--- config.mk ---
export PLATFORM = sky130hd
export DESIGN_NAME = dmaq_regs
export DESIGN_NICKNAME = d
export VERILOG_FILES = /design/src/rtl/dmaq_pkg.sv /design/src/rtl/dmaq_fifo.sv /design/src/rtl/dmaq_irq.sv /design/src/rtl/dmaq_regs.sv
export SDC_FILE = /design/constraint.sdc
export NUM_CORES = 1
export LEC_CHECK = 0
export BUFFER_PORTS_ARGS = -buffer_cell sky130_fd_sc_hd__buf_2
export CORE_UTILIZATION = 25
export DETAILED_ROUTE_END_ITERATION = 12
export GPL_ROUTABILITY_DRIVEN = 1
export SLEW_MARGIN = 5
export SYNTH_ARGS = -nofsm -noshare
export SYNTH_HDL_FRONTEND = slang
export SYNTH_SLANG_ARGS = --single-unit
--- constraint.sdc ---
create_clock -name clk -period 12.7 [get_ports clk]
set_input_delay 2.54 -clock clk [delete_from_list [all_inputs] [get_ports clk]]
set_output_delay 2.54 -clock clk [all_outputs]
set_load 0.05 [all_outputs]
--- src/rtl/dmaq_pkg.sv ---
package dmaq_pkg;
  parameter int unsigned DW    = 32;
  parameter int unsigned AW    = 8;
  parameter int unsigned ID_W  = 2;
  localparam int unsigned TID_N = 1 << ID_W;
  localparam int unsigned NCAUSE = 2;

  localparam logic [AW-1:0] OFS_CTRL   = 8'h00;
  localparam logic [AW-1:0] OFS_IMASK  = 8'h04;
  localparam logic [AW-1:0] OFS_IPEND  = 8'h08;
  localparam logic [AW-1:0] OFS_ISRC   = 8'h0C;
  localparam logic [AW-1:0] OFS_NEXTID = 8'h10;
  localparam logic [AW-1:0] OFS_SUBMIT = 8'h14;
  localparam logic [AW-1:0] OFS_MODE   = 8'h18;
  localparam logic [AW-1:0] OFS_SRC    = 8'h1C;
  localparam logic [AW-1:0] OFS_DST    = 8'h20;
  localparam logic [AW-1:0] OFS_XLEN   = 8'h24;
  localparam logic [AW-1:0] OFS_YLEN   = 8'h28;
  localparam logic [AW-1:0] OFS_SSTR   = 8'h2C;
  localparam logic [AW-1:0] OFS_DSTR   = 8'h30;
  localparam logic [AW-1:0] OFS_DONE   = 8'h34;
  localparam logic [AW-1:0] OFS_ACTIVE = 8'h38;

  typedef struct packed {
    logic [DW-1:0]   src;
    logic [DW-1:0]   dst;
    logic [DW-1:0]   xlen;
    logic [DW-1:0]   ylen;
    logic [DW-1:0]   sstride;
    logic [DW-1:0]   dstride;
    logic            cyclic;
    logic [ID_W-1:0] id;
  } dmaq_desc_t;

  // Rotating tag for the next submission.
  function automatic logic [ID_W-1:0] tid_advance(input logic [ID_W-1:0] cur);
    return cur + 1'b1;
  endfunction

  // Completion mask update: reissue clears a bit, completion sets one (set wins).
  function automatic logic [TID_N-1:0] done_update(
      input logic [TID_N-1:0] cur,
      input logic             set_en,
      input logic [ID_W-1:0]  set_id,
      input logic             clr_en,
      input logic [ID_W-1:0]  clr_id);
    logic [TID_N-1:0] nxt;
    nxt = cur;
    if (clr_en) nxt[clr_id] = 1'b0;
    if (set_en) nxt[set_id] = 1'b1;
    return nxt;
  endfunction

  // Write-one-to-clear with event priority.
  function automatic logic [NCAUSE-1:0] pend_update(
      input logic [NCAUSE-1:0] cur,
      input logic              clr_en,
      input logic [NCAUSE-1:0] clr_bits,
      input logic [NCAUSE-1:0] evt);
    return ((clr_en ? (cur & ~clr_bits) : cur) | evt);
  endfunction
endpackage

--- src/rtl/dmaq_fifo.sv ---
module dmaq_fifo
  import dmaq_pkg::*;
#(
  parameter int unsigned DEPTH = TID_N
) (
  input  logic                         clk,
  input  logic                         rst_n,
  input  logic                         flush,
  input  logic                         push,
  input  dmaq_desc_t                   push_d,
  input  logic                         pop,
  output dmaq_desc_t                   head,
  output logic                         empty,
  output logic                         full,
  output logic [$clog2(DEPTH+1)-1:0]   count
);
  localparam int unsigned PW = (DEPTH > 1) ? $clog2(DEPTH) : 1;
  localparam int unsigned CW = $clog2(DEPTH+1);

  dmaq_desc_t        slot [DEPTH];
  logic [PW-1:0]     wr_ptr, rd_ptr;
  logic [CW-1:0]     cnt;

  function automatic logic [PW-1:0] ptr_inc(input logic [PW-1:0] p);
    return (p == PW'(DEPTH-1)) ? '0 : p + 1'b1;
  endfunction

  assign empty = (cnt == '0);
  assign full  = (cnt == CW'(DEPTH));
  assign count = cnt;
  assign head  = slot[rd_ptr];

  always_ff @(posedge clk) begin
    if (!rst_n || flush) begin
      wr_ptr <= '0;
      rd_ptr <= '0;
      cnt    <= '0;
    end else begin
      if (push) wr_ptr <= ptr_inc(wr_ptr);
      if (pop)  rd_ptr <= ptr_inc(rd_ptr);
      cnt <= cnt + CW'(push) - CW'(pop);
    end
  end

  genvar g;
  generate
    for (g = 0; g < DEPTH; g++) begin : g_slot
      always_ff @(posedge clk) begin
        if (!rst_n) slot[g] <= '0;
        else if (push && !flush && wr_ptr == PW'(g)) slot[g] <= push_d;
      end
    end
  endgenerate
endmodule

--- src/rtl/dmaq_irq.sv ---
module dmaq_irq
  import dmaq_pkg::*;
(
  input  logic              clk,
  input  logic              rst_n,
  input  logic              mask_we,
  input  logic [NCAUSE-1:0] mask_wd,
  input  logic              pend_we,
  input  logic [NCAUSE-1:0] pend_wd,
  input  logic [NCAUSE-1:0] evt,
  output logic [NCAUSE-1:0] mask,
  output logic [NCAUSE-1:0] pend,
  output logic [NCAUSE-1:0] src,
  output logic              irq
);
  always_ff @(posedge clk) begin
    if (!rst_n) begin
      mask <= '1;
      pend <= '0;
    end else begin
      if (mask_we) mask <= mask_wd;
      pend <= pend_update(pend, pend_we, pend_wd, evt);
    end
  end

  assign src = pend & ~mask;
  assign irq = |src;
endmodule

--- src/rtl/dmaq_regs.sv ---
module dmaq_regs
  import dmaq_pkg::*;
(
  input  logic            clk,
  input  logic            rst_n,
  input  logic            reg_we,
  input  logic [AW-1:0]   reg_addr,
  input  logic [DW-1:0]   reg_wdata,
  output logic [DW-1:0]   reg_rdata,
  output logic            irq,
  output logic            eng_enable,
  output logic            desc_valid,
  output logic [DW-1:0]   desc_src,
  output logic [DW-1:0]   desc_dst,
  output logic [DW-1:0]   desc_xlen,
  output logic [DW-1:0]   desc_ylen,
  output logic [DW-1:0]   desc_sstride,
  output logic [DW-1:0]   desc_dstride,
  output logic            desc_cyclic,
  output logic [ID_W-1:0] desc_id,
  input  logic            eng_accept,
  input  logic            eng_done,
  input  logic [ID_W-1:0] eng_done_id
);
  localparam int unsigned CW = $clog2(TID_N+1);

  logic            run_q, hold_q, cyc_q;
  logic [DW-1:0]   src_q, dst_q, xlen_q, ylen_q, sstr_q, dstr_q;
  logic [ID_W-1:0] nid_q, act_id_q;
  logic            act_busy_q;
  logic [TID_N-1:0] done_q;

  // Named internal events.
  logic wr_ctrl, sub_req, sub_fire, flush_evt, pop_fire, cmp_fire;
  logic q_empty, q_full;
  logic [CW-1:0] q_count;
  dmaq_desc_t stage_d, head_d;
  logic [NCAUSE-1:0] imask, ipend, isrc;

  assign wr_ctrl   = reg_we && (reg_addr == OFS_CTRL);
  assign sub_req   = reg_we && (reg_addr == OFS_SUBMIT) && reg_wdata[0];
  assign sub_fire  = sub_req && run_q && !q_full;
  assign flush_evt = wr_ctrl && !reg_wdata[0];
  assign pop_fire  = eng_accept && desc_valid;
  assign cmp_fire  = eng_done;

  always_comb begin
    stage_d.src     = src_q;
    stage_d.dst     = dst_q;
    stage_d.xlen    = xlen_q;
    stage_d.ylen    = ylen_q;
    stage_d.sstride = sstr_q;
    stage_d.dstride = dstr_q;
    stage_d.cyclic  = cyc_q;
    stage_d.id      = nid_q;
  end

  dmaq_fifo #(.DEPTH(TID_N)) u_fifo (
    .clk(clk), .rst_n(rst_n), .flush(flush_evt),
    .push(sub_fire), .push_d(stage_d), .pop(pop_fire),
    .head(head_d), .empty(q_empty), .full(q_full), .count(q_count)
  );

  dmaq_irq u_irq (
    .clk(clk), .rst_n(rst_n),
    .mask_we(reg_we && (reg_addr == OFS_IMASK)), .mask_wd(reg_wdata[NCAUSE-1:0]),
    .pend_we(reg_we && (reg_addr == OFS_IPEND)), .pend_wd(reg_wdata[NCAUSE-1:0]),
    .evt({cmp_fire, pop_fire}),
    .mask(imask), .pend(ipend), .src(isrc), .irq(irq)
  );

  always_ff @(posedge clk) begin
    if (!rst_n) begin
      run_q <= 1'b0; hold_q <= 1'b0; cyc_q <= 1'b0;
      src_q <= '0; dst_q <= '0; xlen_q <= '0; ylen_q <= '0;
      sstr_q <= '0; dstr_q <= '0;
    end else if (reg_we) begin
      case (reg_addr)
        OFS_CTRL: begin run_q <= reg_wdata[0]; hold_q <= reg_wdata[1]; end
        OFS_MODE: cyc_q  <= reg_wdata[0];
        OFS_SRC:  src_q  <= reg_wdata;
        OFS_DST:  dst_q  <= reg_wdata;
        OFS_XLEN: xlen_q <= reg_wdata;
        OFS_YLEN: ylen_q <= reg_wdata;
        OFS_SSTR: sstr_q <= reg_wdata;
        OFS_DSTR: dstr_q <= reg_wdata;
        default: ;
      endcase
    end
  end

  always_ff @(posedge clk) begin
    if (!rst_n) begin
      nid_q      <= '0;
      done_q     <= '0;
      act_id_q   <= '0;
      act_busy_q <= 1'b0;
    end else begin
      if (sub_fire) nid_q <= tid_advance(nid_q);
      done_q <= done_update(done_q, cmp_fire, eng_done_id, sub_fire, nid_q);
      if (pop_fire) begin
        act_id_q   <= head_d.id;
        act_busy_q <= 1'b1;
      end else if (cmp_fire && eng_done_id == act_id_q) begin
        act_busy_q <= 1'b0;
      end
    end
  end

  assign eng_enable   = run_q;
  assign desc_valid   = run_q && !hold_q && !q_empty;
  assign desc_src     = head_d.src;
  assign desc_dst     = head_d.dst;
  assign desc_xlen    = head_d.xlen;
  assign desc_ylen    = head_d.ylen;
  assign desc_sstride = head_d.sstride;
  assign desc_dstride = head_d.dstride;
  assign desc_cyclic  = head_d.cyclic;
  assign desc_id      = head_d.id;

  always_comb begin
    reg_rdata = '0;
    case (reg_addr)
      OFS_CTRL:   reg_rdata = DW'({hold_q, run_q});
      OFS_IMASK:  reg_rdata = DW'(imask);
      OFS_IPEND:  reg_rdata = DW'(ipend);
      OFS_ISRC:   reg_rdata = DW'(isrc);
      OFS_NEXTID: reg_rdata = DW'(nid_q);
      OFS_SUBMIT: reg_rdata = DW'(q_full);
      OFS_MODE:   reg_rdata = DW'(cyc_q);
      OFS_SRC:    reg_rdata = src_q;
      OFS_DST:    reg_rdata = dst_q;
      OFS_XLEN:   reg_rdata = xlen_q;
      OFS_YLEN:   reg_rdata = ylen_q;
      OFS_SSTR:   reg_rdata = sstr_q;
      OFS_DSTR:   reg_rdata = dstr_q;
      OFS_DONE:   reg_rdata = DW'(done_q);
      OFS_ACTIVE: begin
        reg_rdata = DW'(act_id_q);
        reg_rdata[DW-1] = act_busy_q;
      end
      default:    reg_rdata = '0;
    endcase
  end
endmodule

==> results of run 1 <==
cell families (layout without fill, tap and decap cells):
kind of cell / count (synthesis) / count (layout) / synth area share [%]
AO/OA/AOI/OAI: 291 / 291 / 4.99
XOR/XNOR: 5 / 5 / 0.101
adder cells (fa/ha/maj): 12 / 12 / 0.364
buffers and inverters: 235 / 531 / 2.46
flip-flops: 997 / 997 / 64.1
multiplexers: 247 / 247 / 11.7
other: 0 / 6 / 0
AND/OR/NAND/NOR: 1304 / 1304 / 16.3
power by group:
part / total (mW) / leakage (nW) / internal [mW] / switching, mW
clock: 3.17 / 1.75 / 1.86 / 1.30
combinational: 0.295 / 6.12 / 0.0677 / 0.228
sequential: 3.62 / 9.76 / 3.59 / 0.0239
total: 7.08 / 17.6 / 5.52 / 1.55
registers in the layout, summed over array words and instances (netlist names), named ones only:
register and cells:
u_fifo.rd_ptr 2, u_fifo.slot 780, act_busy_q 1, act_id_q 2, u_irq.mask 2, done_q 4, dst_q 32, nid_q 2
xlen_q 32, cyc_q 1, dstr_q 32, u_irq.pend 2, ylen_q 32, eng_enable 1, u_fifo.wr_ptr 2, u_fifo.count 3
hold_q 1, sstr_q 32, src_q 32
worst min-delay path, stage by stage, from the launching register on:
cell and delay, ps:
dfxtp_1 320, nand2_1 60, a21oi_1 60
routing by layer:
metal / up-vias / GRT usage [%]
met1: 13384 / 18.4
li1: 11521 / -
met5: - / 0
met2: 863 / 28.2
met3: 201 / 3.22
met4: 14 / 5.40
layout make-up:
type                       instances  area (um2)  share of cell area [%]
clock inverter                    44         527                    1.04
sequential                       997       27800                    54.9
tap                             2310        2890                    5.71
multi-input combinational       1859       14600                    28.8
antenna                            6        15.0                  0.0297
clock buffer                     154        3040                    6.00
timing repair buffer             320        1720                    3.39
inverter                          13        48.8                  0.0964
worst paths after layout:
kind | endpoint | cells past startpoint
hold reg to reg | flop | 2
hold / removal | flop | 2
setup reg to reg | u_fifo.slot[0][124] | 7
setup / recovery | reg_rdata[11] | 7
placed cells by master, fill, tap and decap left out, drive strengths merged, types with 10 or more instances in the layout:
master,instances
buf,320
mux2,13
nand2,446
and2,787
mux2i,27
ha,11
nor2,22
clkbuf,154
mux4,207
clkinv,30
edfxtp,780
bufinv,10
nand3,10
a21oi,13
dfxtp,217
o221ai,10
o21ai,13
a21boi,199
a22oi,26
inv,16
==> impl_results.md, run 1 <==
- Status: complete, no violations
- Starting Density: between 20% and 30%
- Largest net degree at the start of global routing: between 100 and 150
- Mapped Area: 0.0433 mm2
- DRT antenna net count: 0
- Met3 WL: ~9400 um
- Die Y: around 420 um
- CTS tree: built
- HP Start: u_fifo.rd_ptr[0]
- CP Class: primary input to output pin
- Wirelength per Cell: 24.6 um
- Main area contributors after synthesis: edfxtp_1 54%, and2_1 11%, mux4_2 11%
- Slew Limit Fails: 0
- Crit share post-route: 66.1%
- Final worst slack: 4300 ps
- Slew margin rel.: approximately 16%
- RSZ-0062 raised after global routing: no
- Crit-path max cell delay: between 900 and 1000 ps
- Post-CTS Setup Inserts: 0
- Max_cap viols: 0
- Post-synth EDFFs: 780
- Highest Signal Layer: met5
- Met1 wire length: approximately 53000 um
- Post-CTS Hold Buffers: 0
- Most frequent cells after synthesis: 785 x and2_1, 780 x edfxtp_1, 445 x nand2_1
- TNS Setup: 0 ps
- Final min period: around 8400 ps
- Inst Count DP: around 5500
- Vias in the first global route: approximately 26000
- Metal2 WL: ~73000 um
- Post-Synthesis Cells: ~3100
- Clock buffer depth: 3
- CP most frequent cell: buf_2
- Post-synth ARST share: 0%
- Worst-path fanout max: 28
- Worst Hold Class: flop to flop
- Hold slack: between 400 and 500 ps
- Clock transition at the registers of the reported paths: around 60 ps
- Power Dens Cells: 140 mW/mm2
- Hold Fails Final Rpt: 0
- Post-Layout Cell Count: around 5700
- Post-Place Setup Slack: between 4000 and 5000 ps
- Routability cong.: approximately 0.85
- Clk sinks: between 900 and 1000
- Post-synth top area share: 54.1%
- Design area: roughly 0.051 mm2
- Chip width: 418 um
- Antenna violations before repair: 25
- Post-synthesis register bit count: around 1000
- Layout cell share with drive strength beyond 1: ~21%
- Worst-path cell chain: buf_2 > buf_4 > nand4bb_1 > nor2b_4 > a222oi_1 > o21ai_0 > buf_2
- Setup violators final: 0
- Fmax: around 120 MHz
- P_leak: about 18 nW
- I/O Pins: ~280
- IR drop worst, VDD: between 0.0001 and 0.00015 V
- Design Power: around 7.1 mW
- Reg2reg start: eng_enable
- CP max stage cell: nor2b_4
- Vias: approximately 26000
- DP Area: 0.0470 mm2
- Clock root buffer: clkbuf_16
- CORE AREA: around 0.17 mm2
- CP Capture Type: output pin
- GRT overflow: 0
- Syn_area_per_cell: 14.0 um2
- Worst Path Arrival: roughly 5900 ps
- Delay-heaviest family, CP: buffers and inverters
- Row count: 152
- Syn_nets: 3150
- WP buf/inv: 3
- First-pass iteration count of the detailed router: 6
- Cts repair resizes: 0
- Startpoint type of the worst setup path: primary input
- First-pass GRT wire length: between 150000 and 200000 um
- Final wirelength: around 140000 um
- Ys Warns: 0
- Worst EP required: 10160 ps
- Unique cell type count in the Yosys netlist: 56
- Biggest area consumer among synthesized cells: edfxtp_1
- DRT iter0 DRCs: 2316
- Cts bufs inserted: 104
- CTS H-tree lvls: 3
- Tot GR Track Use: 15.7%
- Top-count cell post-synth: and2_1
- Area grow syn2layout: 16.8%
- Port bufs: between 200 and 300
- Via/cell ratio: ~4.6
- Die area: 0.175 mm2
- Post-layout nets: approximately 3400
- Drt drc: 0
- Detailed Place HPWL: roughly 91000 um
- Register area share after synthesis: between 60 and 70%
- R2R setup slack: between 8000 and 9000 ps
- Clk_lat worst skew: roughly 710 ps
- Final Util: between 20 and 30%
- Worst Skew: around 47 ps
- Synth Flop Type: edfxtp_1
- # fillers: 17273
- Least-Margin Pin Slew: around 1300 ps
- Crit path from: reg_addr[3]
No activity file was read; power rests on OpenSTA's default activity.
==> inputs of run 2 (changes only) <==
==> constraint.sdc (replaced) <==
create_clock -name clk -period 8.8 [get_ports clk]
set_input_delay 1.76 -clock clk [delete_from_list [all_inputs] [get_ports clk]]
set_output_delay 1.76 -clock clk [all_outputs]
set_load 0.05 [all_outputs]
==> run 2 against run 1 <==
Against the previous run:
- critical path depth decreased by 1
- first-iteration DRC count decreased by 4.3%
- register-to-register slack got worse by 3600 ps
- sequential cell count unchanged
- sequential power increased by 44%
- sequential share of layout area increased by 0.18 points
- highest routed layer unchanged
- critical endpoint is now reg_rdata[27]
- die area unchanged
==> impl_results.md, run 2 (synthesized netlist as in run 1, its figures left out) <==
- DP Area: 0.0471 mm2 (+0.24%)
- Post-layout nets: 3348 (-0.18%)
- Slew Limit Fails: 0 (unchanged)
- Final worst slack: 2290 ps (-2020 ps)
- Max_cap viols: 0 (unchanged)
- R2R cell count: 5 (-2)
- Largest register FFs: 780 (unchanged)
- Inst Count DP: 5498 (-0.018%)
- Post-CTS Setup Inserts: 0 (unchanged)
- Die area: 0.175 mm2 (unchanged)
- Cts repair resizes: 0 (unchanged)
- Routability cong.: 0.863 (+1.6%)
- Antenna violations before repair: 20 (-20%)
- First-pass GRT wire length: 198000 um (+0.84%)
- FF-to-FF End: u_fifo.slot[2][144]
- CTS H-tree lvls: 3 (unchanged)
- Largest net degree at the start of global routing: 162 (+49%)
- CP max stage cell: and4_1
- RSZ-0062 raised after global routing: no
- Wirelength per Cell: 25.0 um (+1.7%)
- Row count: 152 (unchanged)
- Crit-path max cell delay: 1100 ps (+160 ps)
- Drt drc: 0 (unchanged)
- CTS tree: built
- Via/cell ratio: 4.56 (+0.17%)
- Least-Margin Pin Slew: 1210 ps (-40.2 ps)
- Chip width: 418 um (unchanged)
- Design area: 0.0504 mm2 (-0.32%)
- WP buf/inv: 2 (-1)
- Port bufs: 276 (unchanged)
- Design Power: 9.93 mW (+40%)
- HP Start: u_fifo.rd_ptr[0]
- Die Y: 418 um (unchanged)
- Power Dens Cells: 197 mW/mm2 (+41%)
- TNS Setup: 0 ps (unchanged)
- Final wirelength: 142000 um (+1.5%)
- CP Capture Type: output pin
- Worst EP required: 7040 ps (-3120 ps)
- Post-Layout Cell Count: 5692 (-0.19%)
- Final Util: 29.3% (-0.095 points)
- Clk_lat worst skew: 700 ps (about the same)
- Status: complete, no violations
- Slew margin rel.: 19.3% (+3.5 points)
- Most frequent cells in the layout: 785 x and2_1, 780 x edfxtp_1, 439 x nand2_1, 275 x buf_2, 215 x dfxtp_1
- Vias: 25976 (-0.027%)
- I/O Pins: 277 (unchanged)
- IR drop worst, VDD: 0.000142 V (+6.5%)
- Delay-heaviest family, CP: simple AND/OR/NAND/NOR gates
- Detailed Place HPWL: 89900 um (-1.5%)
- Post-Place Setup Slack: 2350 ps (-1980 ps)
- Vias in the first global route: 25385 (-1.1%)
- Startpoint type of the worst setup path: primary input
- GRT overflow: 0 (unchanged)
- P_leak: 17.5 nW (-0.60%)
- DRT antenna net count: 0 (unchanged)
- Clock transition at the registers of the reported paths: 60 ps (about the same)
- CP most frequent cell: buf_2
- Worst Hold Class: flop to flop
- CORE AREA: 0.172 mm2 (unchanged)
- First-pass iteration count of the detailed router: 5 (-1)
- Starting Density: 25.2% (unchanged)
- Fmax: ~150 MHz
- Clock root buffer: clkbuf_16
- Worst Skew: 20.4 ps (-27.0 ps)
- Hold slack: 496 ps (+8.36 ps)
- Area grow syn2layout: 16.4%
- Crit share post-route: roughly three quarters
- Tot GR Track Use: 15.9% (+0.20 points)
- Worst Path Arrival: 4750 ps (-1110 ps)
- Worst-path cell chain: buf_2 > nor4_4 > and4_1 > a222oi_1 > o21ai_0 > buf_2
- Worst-path fanout max: 14 (-50%)
- WHS Path Cells: 2 (unchanged)
- Reg2reg start: u_fifo.count[1]
- Final min period: approximately 6500 ps
- Setup violators final: 0 (unchanged)
- # fillers: 17309 (+0.21%)
- Worst path depth: 6 (-1)
- Commonest non-fill, non-tap cell in the layout: and2_1
- CP Class: primary input to output pin
- Post-CTS Hold Buffers: 0 (unchanged)
- Layout cell share with drive strength beyond 1: 21.4% (-0.072 points)
- Cts bufs inserted: 99 (-4.8%)
- Clock buffer depth: 3 (unchanged)
- R2R setup slack: 5260 ps (-3580 ps)
- Top reg by flops: u_fifo.slot
- DRT iter0 DRCs: 2216 (-4.3%)
- Hold Fails Final Rpt: 0 (unchanged)
- Clk sinks: 997 (unchanged)
==> run 2: worst max path at each step <==
stage | startpoint | endpoint | slack [ps]
3_5_place_dp | reg_addr[3] | reg_rdata[27] | 2350
4_1_cts | reg_addr[3] | reg_rdata[27] | 2350
6_report | reg_addr[3] | reg_rdata[27] | 2290
2_1_floorplan | reg_addr[3] | u_fifo.slot[0][0] | 1220
5_1_grt | reg_addr[3] | reg_rdata[27] | 2270
3_3_place_gp | reg_addr[4] | reg_rdata[27] | 2380
==> run 2: final cells by class <==
cell class	instances	area [um2]	area share (%)
Sequential cell	997	27800	55.1
Clock inverter	35	303	0.600
Clock buffer	152	2980	5.91
Multi-Input combinational cell	1859	14600	28.9
Tap cell	2310	2890	5.73
Antenna cell	7	17.5	0.0347
Inverter	13	48.8	0.0967
Timing Repair Buffer	319	1850	3.66
==> run 2: power by group <==
| group | internal [mW] | switching, mW |
|---|---|---|
| Clock | 2.43 | 1.84 |
| Combinational | 0.101 | 0.339 |
| Sequential | 5.19 | 0.0332 |
| Total | 7.72 | 2.21 |
==> run 2: routing by layer <==
metal  up-vias  wire length, um  GRT usage, %
met5         -               73             0
met4        12             6720          7.39
li1      11508                -             -
met3       217             9130          3.45
met1     13357            54500          18.6
met2       882            71800          27.6
==> run 2: worst reg2reg max path, cell delays in order (launching register included) <==
cell and delay, ps:
dfxtp_1 410, nor3b_1 140, nor4_4 920, and3_4 960, buf_12 590, and2_1 390
